**src/rtl/sxf_pkg.sv**
```systemverilog
package sxf_pkg;
  localparam int SAMPLE_W = 12;
  localparam int WORD_W   = 16;
  localparam int DEPTH    = 16;
endpackage

```
**src/rtl/sxf_sext.sv**
```systemverilog
module sxf_sext #(
  parameter int IN_W  = 12,
  parameter int OUT_W = 16
) (
  input  logic [IN_W-1:0]  din,
  output logic [OUT_W-1:0] dout
);
  localparam int PAD_W = OUT_W - IN_W;

  generate
    if (PAD_W > 0) begin : g_pad
      assign dout = {{PAD_W{din[IN_W-1]}}, din};
    end else begin : g_same
      assign dout = din[OUT_W-1:0];
    end
  endgenerate
endmodule

```
**src/rtl/sxf_ctrl.sv**
```systemverilog
module sxf_ctrl #(
  parameter int DEPTH = 16,
  parameter int AW    = $clog2(DEPTH),
  parameter int CW    = AW + 1
) (
  input  logic          clk,
  input  logic          rst_n,
  input  logic          wr_en,
  input  logic          rd_en,
  input  logic          clr,
  output logic          wr_ok,
  output logic          rd_ok,
  output logic [AW-1:0] wr_ptr,
  output logic [AW-1:0] rd_ptr,
  output logic [CW-1:0] count_q,
  output logic          ovf_q
);
  localparam logic [CW-1:0] FULL_CNT = CW'(DEPTH);
  localparam logic [AW-1:0] LAST_IDX = AW'(DEPTH - 1);

  logic [AW-1:0] wr_ptr_q, wr_ptr_d, rd_ptr_q, rd_ptr_d;
  logic [CW-1:0] count_d;
  logic          ovf_d;

  always_comb begin
    rd_ok    = rd_en && !clr && (count_q != '0);
    wr_ok    = wr_en && !clr && ((count_q != FULL_CNT) || rd_ok);
    wr_ptr_d = wr_ptr_q;
    rd_ptr_d = rd_ptr_q;
    count_d  = count_q;
    ovf_d    = ovf_q;
    if (clr) begin
      wr_ptr_d = '0;
      rd_ptr_d = '0;
      count_d  = '0;
      ovf_d    = 1'b0;
    end else begin
      if (wr_ok) begin
        wr_ptr_d = (wr_ptr_q == LAST_IDX) ? '0 : wr_ptr_q + AW'(1);
      end
      if (rd_ok) begin
        rd_ptr_d = (rd_ptr_q == LAST_IDX) ? '0 : rd_ptr_q + AW'(1);
      end
      count_d = count_q + CW'(wr_ok) - CW'(rd_ok);
      if (wr_en && !wr_ok) begin
        ovf_d = 1'b1;
      end
    end
  end

  always_ff @(posedge clk or negedge rst_n) begin
    if (!rst_n) begin
      wr_ptr_q <= '0;
      rd_ptr_q <= '0;
      count_q  <= '0;
      ovf_q    <= 1'b0;
    end else begin
      wr_ptr_q <= wr_ptr_d;
      rd_ptr_q <= rd_ptr_d;
      count_q  <= count_d;
      ovf_q    <= ovf_d;
    end
  end

  assign wr_ptr = wr_ptr_q;
  assign rd_ptr = rd_ptr_q;
endmodule

```
**src/rtl/sxf_store.sv**
```systemverilog
module sxf_store #(
  parameter int W     = 16,
  parameter int DEPTH = 16,
  parameter int AW    = $clog2(DEPTH)
) (
  input  logic          clk,
  input  logic          rst_n,
  input  logic          we,
  input  logic [AW-1:0] waddr,
  input  logic [W-1:0]  wdata,
  input  logic          re,
  input  logic [AW-1:0] raddr,
  output logic [W-1:0]  rdata_q
);
  logic [W-1:0] mem [DEPTH];
  logic [W-1:0] rdata_d;

  always_ff @(posedge clk) begin
    if (we) begin
      mem[waddr] <= wdata;
    end
  end

  always_comb begin
    rdata_d = rdata_q;
    if (re) begin
      rdata_d = mem[raddr];
    end
  end

  always_ff @(posedge clk or negedge rst_n) begin
    if (!rst_n) begin
      rdata_q <= '0;
    end else begin
      rdata_q <= rdata_d;
    end
  end
endmodule

```
**src/rtl/adc_result_fifo.sv**
```systemverilog
module adc_result_fifo
  import sxf_pkg::*;
#(
  parameter int IN_W  = SAMPLE_W,
  parameter int OUT_W = WORD_W,
  parameter int NENT  = DEPTH
) (
  input  logic             clk,
  input  logic             rst_n,
  input  logic             wr_en,
  input  logic [IN_W-1:0]  wr_sample,
  input  logic             rd_en,
  input  logic             clr,
  output logic [OUT_W-1:0] rd_word,
  output logic             data_avail,
  output logic             ovf_err
);
  localparam int AW = $clog2(NENT);
  localparam int CW = AW + 1;

  logic [OUT_W-1:0] wide_sample;
  logic             wr_ok, rd_ok;
  logic [AW-1:0]    wr_ptr, rd_ptr;
  logic [CW-1:0]    count_q;

  sxf_sext #(.IN_W(IN_W), .OUT_W(OUT_W)) u_sext (
    .din  (wr_sample),
    .dout (wide_sample)
  );

  sxf_ctrl #(.DEPTH(NENT), .AW(AW), .CW(CW)) u_ctrl (
    .clk     (clk),
    .rst_n   (rst_n),
    .wr_en   (wr_en),
    .rd_en   (rd_en),
    .clr     (clr),
    .wr_ok   (wr_ok),
    .rd_ok   (rd_ok),
    .wr_ptr  (wr_ptr),
    .rd_ptr  (rd_ptr),
    .count_q (count_q),
    .ovf_q   (ovf_err)
  );

  sxf_store #(.W(OUT_W), .DEPTH(NENT), .AW(AW)) u_store (
    .clk     (clk),
    .rst_n   (rst_n),
    .we      (wr_ok),
    .waddr   (wr_ptr),
    .wdata   (wide_sample),
    .re      (rd_ok),
    .raddr   (rd_ptr),
    .rdata_q (rd_word)
  );

  assign data_avail = (count_q != '0);
endmodule

```
**config.mk**
```make
export PLATFORM = sky130hd
export DESIGN_NAME = adc_result_fifo
export DESIGN_NICKNAME = d
export VERILOG_FILES = /design/src/rtl/sxf_pkg.sv /design/src/rtl/sxf_sext.sv /design/src/rtl/sxf_ctrl.sv /design/src/rtl/sxf_store.sv /design/src/rtl/adc_result_fifo.sv
export SDC_FILE = /design/constraint.sdc
export NUM_CORES = 1
export LEC_CHECK = 0
export ABC_AREA = 1
export BUFFER_PORTS_ARGS = -buffer_cell sky130_fd_sc_hd__buf_2
export CAP_MARGIN = 20
export CORE_MARGIN = 1.5
export CORE_UTILIZATION = 58
export DETAILED_ROUTE_END_ITERATION = 12
export GPL_ROUTABILITY_DRIVEN = 0
export PLACE_DENSITY = 0.81
export RECOVER_POWER = 100
export SLEW_MARGIN = 20
export SYNTH_ARGS = -nofsm -noshare
export SYNTH_HDL_FRONTEND = slang
export SYNTH_SLANG_ARGS = --single-unit
```
**constraint.sdc**
```tcl
create_clock -name clk -period 3.1 [get_ports clk]
set_input_delay 0.155 -clock clk [delete_from_list [all_inputs] [get_ports clk]]
set_output_delay 0.155 -clock clk [all_outputs]
set_load 0.01 [all_outputs]
```
==> results.toml <==
[status]
status = "finished, final reports clean"

[routing]
antenna_left = 0
top_layer_used = "met4"
wl_met1_mm = 8.27
via_per_inst = 5.38
drt_wl_total_mm = 21.6
drt-initial-drc-count = 663
drtPass1Iterations = 6
wl_met2_mm = 10.3
drcViolationCount = 0
wl_met3_mm = 2.09
via_count = 6632
wl_per_cell_um = 17.5

[logic_synthesis]
postSynthAreaPerCell_um2 = 10.1
yosysTopAreaCell = "edfxtp_1"
yosysWarnings = 0
syn_inst = 953
synth_area_leaders = "edfxtp_1 60%, nand2_1 12%, nand3_1 7.7%, dfrtp_1 6.8%, inv_1 6.4%"
synth_cell_types = 25
syn_nets = 981
ys_seq_elements = 218
ys_seq_area_frac = 0.666
synth_top_area_frac = 0.599
synthesis.area_um2 = 9630

[worst_setup_path]
criticalPathCategory = "flip-flop to flip-flop"
cpPeakStageDelay_ns = 0.58
cp_top_family = "simple AND/OR/NAND/NOR gates"
cp.required_ns = 3.29
cp_cell_sequence = "inv_1 > ha_1 > inv_1 > nor3_1 > nand2_1 > inv_1 > nor2_1 > nand2_1 > nor2_1 > clkbuf_2"
r2r_end = "u_store.mem[5][8]$_DFFE_PP_"
end_kind = "flip-flop"
path_buf_inv = 4
crit_fanout = 9
critPathArrivalTime_ns = 2.97
critical-path-slowest-cell = "nor2_1"
path_common_cell = "inv_1"
crit_path_start_kind = "flip-flop"
r2r_setup_slack_ns = 0.32
r2r-start = "u_ctrl.count_q[3]$_DFF_PN0_"
r2r_cells = 10

[placement]
portBuffers = 34
hpwlAfterDp_mm = 12.8

[die]
initial_core_util = 0.600
die_w_um = 132
core_area_um2 = 16100
num_io_pins = 35
die_h_um = 132
dieArea_um2 = 17400
rows = 46

[power]
leakage_nw = 4.63
comb_power_share = 0.177
peakVddDrop_uv = 514
swShare = 0.284
internal_power_w = 0.00527
power.share.clock = 0.358
powerDensity_nw_per_um2 = 690
p_sw_w = 0.00209
power_frac_seq = 0.464

[clocking]
clock_latency_ns = 0.51
cts_tree = "built"
clock_sinks = 218
root_buffer = "clkbuf_16"
h-tree-depth = 1
cts-resized-gates = 0
numCtsBuffers = 23
clockBufferDepth = 3
clk_pin_slew_worst_paths_ns = 0.06

[finish]
most-common-layout-cells = "314 x nand2_1, 192 x edfxtp_1, 163 x inv_1"
n_fill_cell = 1220
final_common_cell = "nand2_1"
fin_nets = 1028
insertedDiodeCount = 0
syn_to_final_growth_pct = 10.7
drive_above_1_share = 0.0531

[grt]
grt_max_degree = 99
first_global_vias = 6535
grt_usage = 0.255
antenna_found_initial = 0
overflow = 0
grt_pass1_wl_mm = 34.0

[sta]
fin_crit_ns = 2.78
worst_hold_slack_ns = 0.142
slew_headroom = 0.103
finClkSkew_ns = 0.0136
grt_setup_unrepaired = "no"
fmax_mhz = 360
setup-violations-final = 0
worst_pin_slew_ns = 1.35
fin_crit_sh = 0.895
setup_tns_ns = 0
slew_viol_final = 0
finalHoldViolCount = 0

[min_path]
hold_path.class = "input port to flip-flop"
whs_endpoint = "u_store.mem[11][7]$_DFFE_PP_"
worstHoldPathCells = 1
hold_start = "wr_sample[7]"

[run]
max-cap-violations = 0
==> timing repair <==
action | 4_1_cts | 5_1_grt
setup buffers | 0 | 0
hold endpoints to repair | 29 | 0
endpoints found under the setup margin | 0 | 0
hold buffers | 3 | 0
==> synth_stat cells <==
cell type and count:
nand2_1 314, edfxtp_1 192, inv_1 163, nand3_1 149, dfrtp_1 26, nor2_1 23
buf_2 22, buf_4 11, ha_1 10, o21ai_0 10, a21oi_1 6, clkbuf_1 6
buf_6 4, buf_1 3, nand4_1 3, inv_2 2, a31oi_1 1, fa_1 1
inv_4 1, nor2_4 1, nor3_2 1, o211a_1 1, o21bai_1 1, xnor2_1 1
xor2_1 1
==> worst reg2reg max path, stage by stage, from the launching register on <==
cell	delay, ns
dfrtp_1	0.38
inv_1	0.07
ha_1	0.18
inv_1	0.06
nor3_1	0.05
nand2_1	0.07
inv_1	0.05
nor2_1	0.42
nand2_1	0.23
nor2_1	0.58
clkbuf_2	0.38
==> worst max path at each step <==
stage                                             from                              to  slack, ns  depth (start not counted)
after global routing      u_ctrl.rd_ptr[0]$_DFFE_PN0P_  u_store.rdata_q[7]$_DFFE_PN0P_       0.22                          9
after global placement     u_ctrl.count_q[3]$_DFF_PN0_     u_ctrl.count_q[4]$_DFF_PN0_       0.65                         15
after detailed placement   u_ctrl.count_q[3]$_DFF_PN0_     u_ctrl.count_q[4]$_DFF_PN0_       0.56                         15
after CTS                  u_ctrl.count_q[3]$_DFF_PN0_     u_ctrl.count_q[4]$_DFF_PN0_       0.55                         15
final                      u_ctrl.count_q[3]$_DFF_PN0_     u_store.mem[5][8]$_DFFE_PP_       0.32                         10
after floorplan            u_ctrl.count_q[3]$_DFF_PN0_     u_ctrl.count_q[4]$_DFF_PN0_       0.68                         15
==> cell families (layout without fill, tap and decap cells) <==
kind of cell | count (synthesis) | count (layout) | synth area share
AOI/OAI and AO/OA | 19 | 19 | 0.0108
and+or+nand+nor | 491 | 491 | 0.213
xor gates and xnor gates | 2 | 2 | 0.00182
adders and majority gates | 11 | 11 | 0.0151
DFF | 218 | 218 | 0.666
buffers and inverters | 212 | 276 | 0.0932
==> registers in the layout (all words and copies together), names as in the netlist <==
name             flops
u_ctrl.ovf_q         1
u_ctrl.wr_ptr        4
u_ctrl.count_q       5
u_store.rdata_q     12
u_ctrl.rd_ptr        4
u_store.mem        192
==> through the flow <==
| step | instances | power, W | instance area, um2 | worst slack, ns | utilization |
|---|---|---|---|---|---|
| final | 1233 | 0.00736 | 10700 | 0.325 | 0.664 |
| after global routing | 1233 | 0.00765 | 10700 | 0.220 | 0.664 |
| after global placement | 1188 | 0.00476 | 10000 | 0.647 | 0.626 |
| after detailed placement | 1188 | 0.00480 | 10000 | 0.556 | 0.626 |
| after CTS | 1233 | 0.00741 | 10800 | 0.552 | 0.673 |
| after floorplan | 953 | 0.00441 | 9630 | 0.683 | - |
==> area by class of cell <==
class | count | area, um2 | share of cell area
flip-flops and latches | 218 | 6420 | 0.602
multi-input cells | 523 | 2300 | 0.216
inverters | 166 | 623 | 0.0584
clock buffers | 28 | 594 | 0.0557
repair buffers | 68 | 324 | 0.0304
well taps | 216 | 270 | 0.0253
clock inverters | 14 | 128 | 0.0120
==> layer usage <==
layer	track usage	up-vias
met5	0	-
met2	0.422	327
li1	-	3140
met4	0.114	0
met3	0.0404	61
met1	0.335	3104
==> power by group through the flow <==
stage | Sequential (W) | Clock (W) | Combinational [W]
2_1_floorplan | 0.00350 | 0 | 0.000916
3_3_place_gp | 0.00347 | 0 | 0.00129
3_5_place_dp | 0.00347 | 0 | 0.00132
4_1_cts | 0.00341 | 0.00266 | 0.00134
5_1_grt | 0.00343 | 0.00277 | 0.00146
6_report | 0.00342 | 0.00264 | 0.00130
Power figures use the tool's default switching activity.
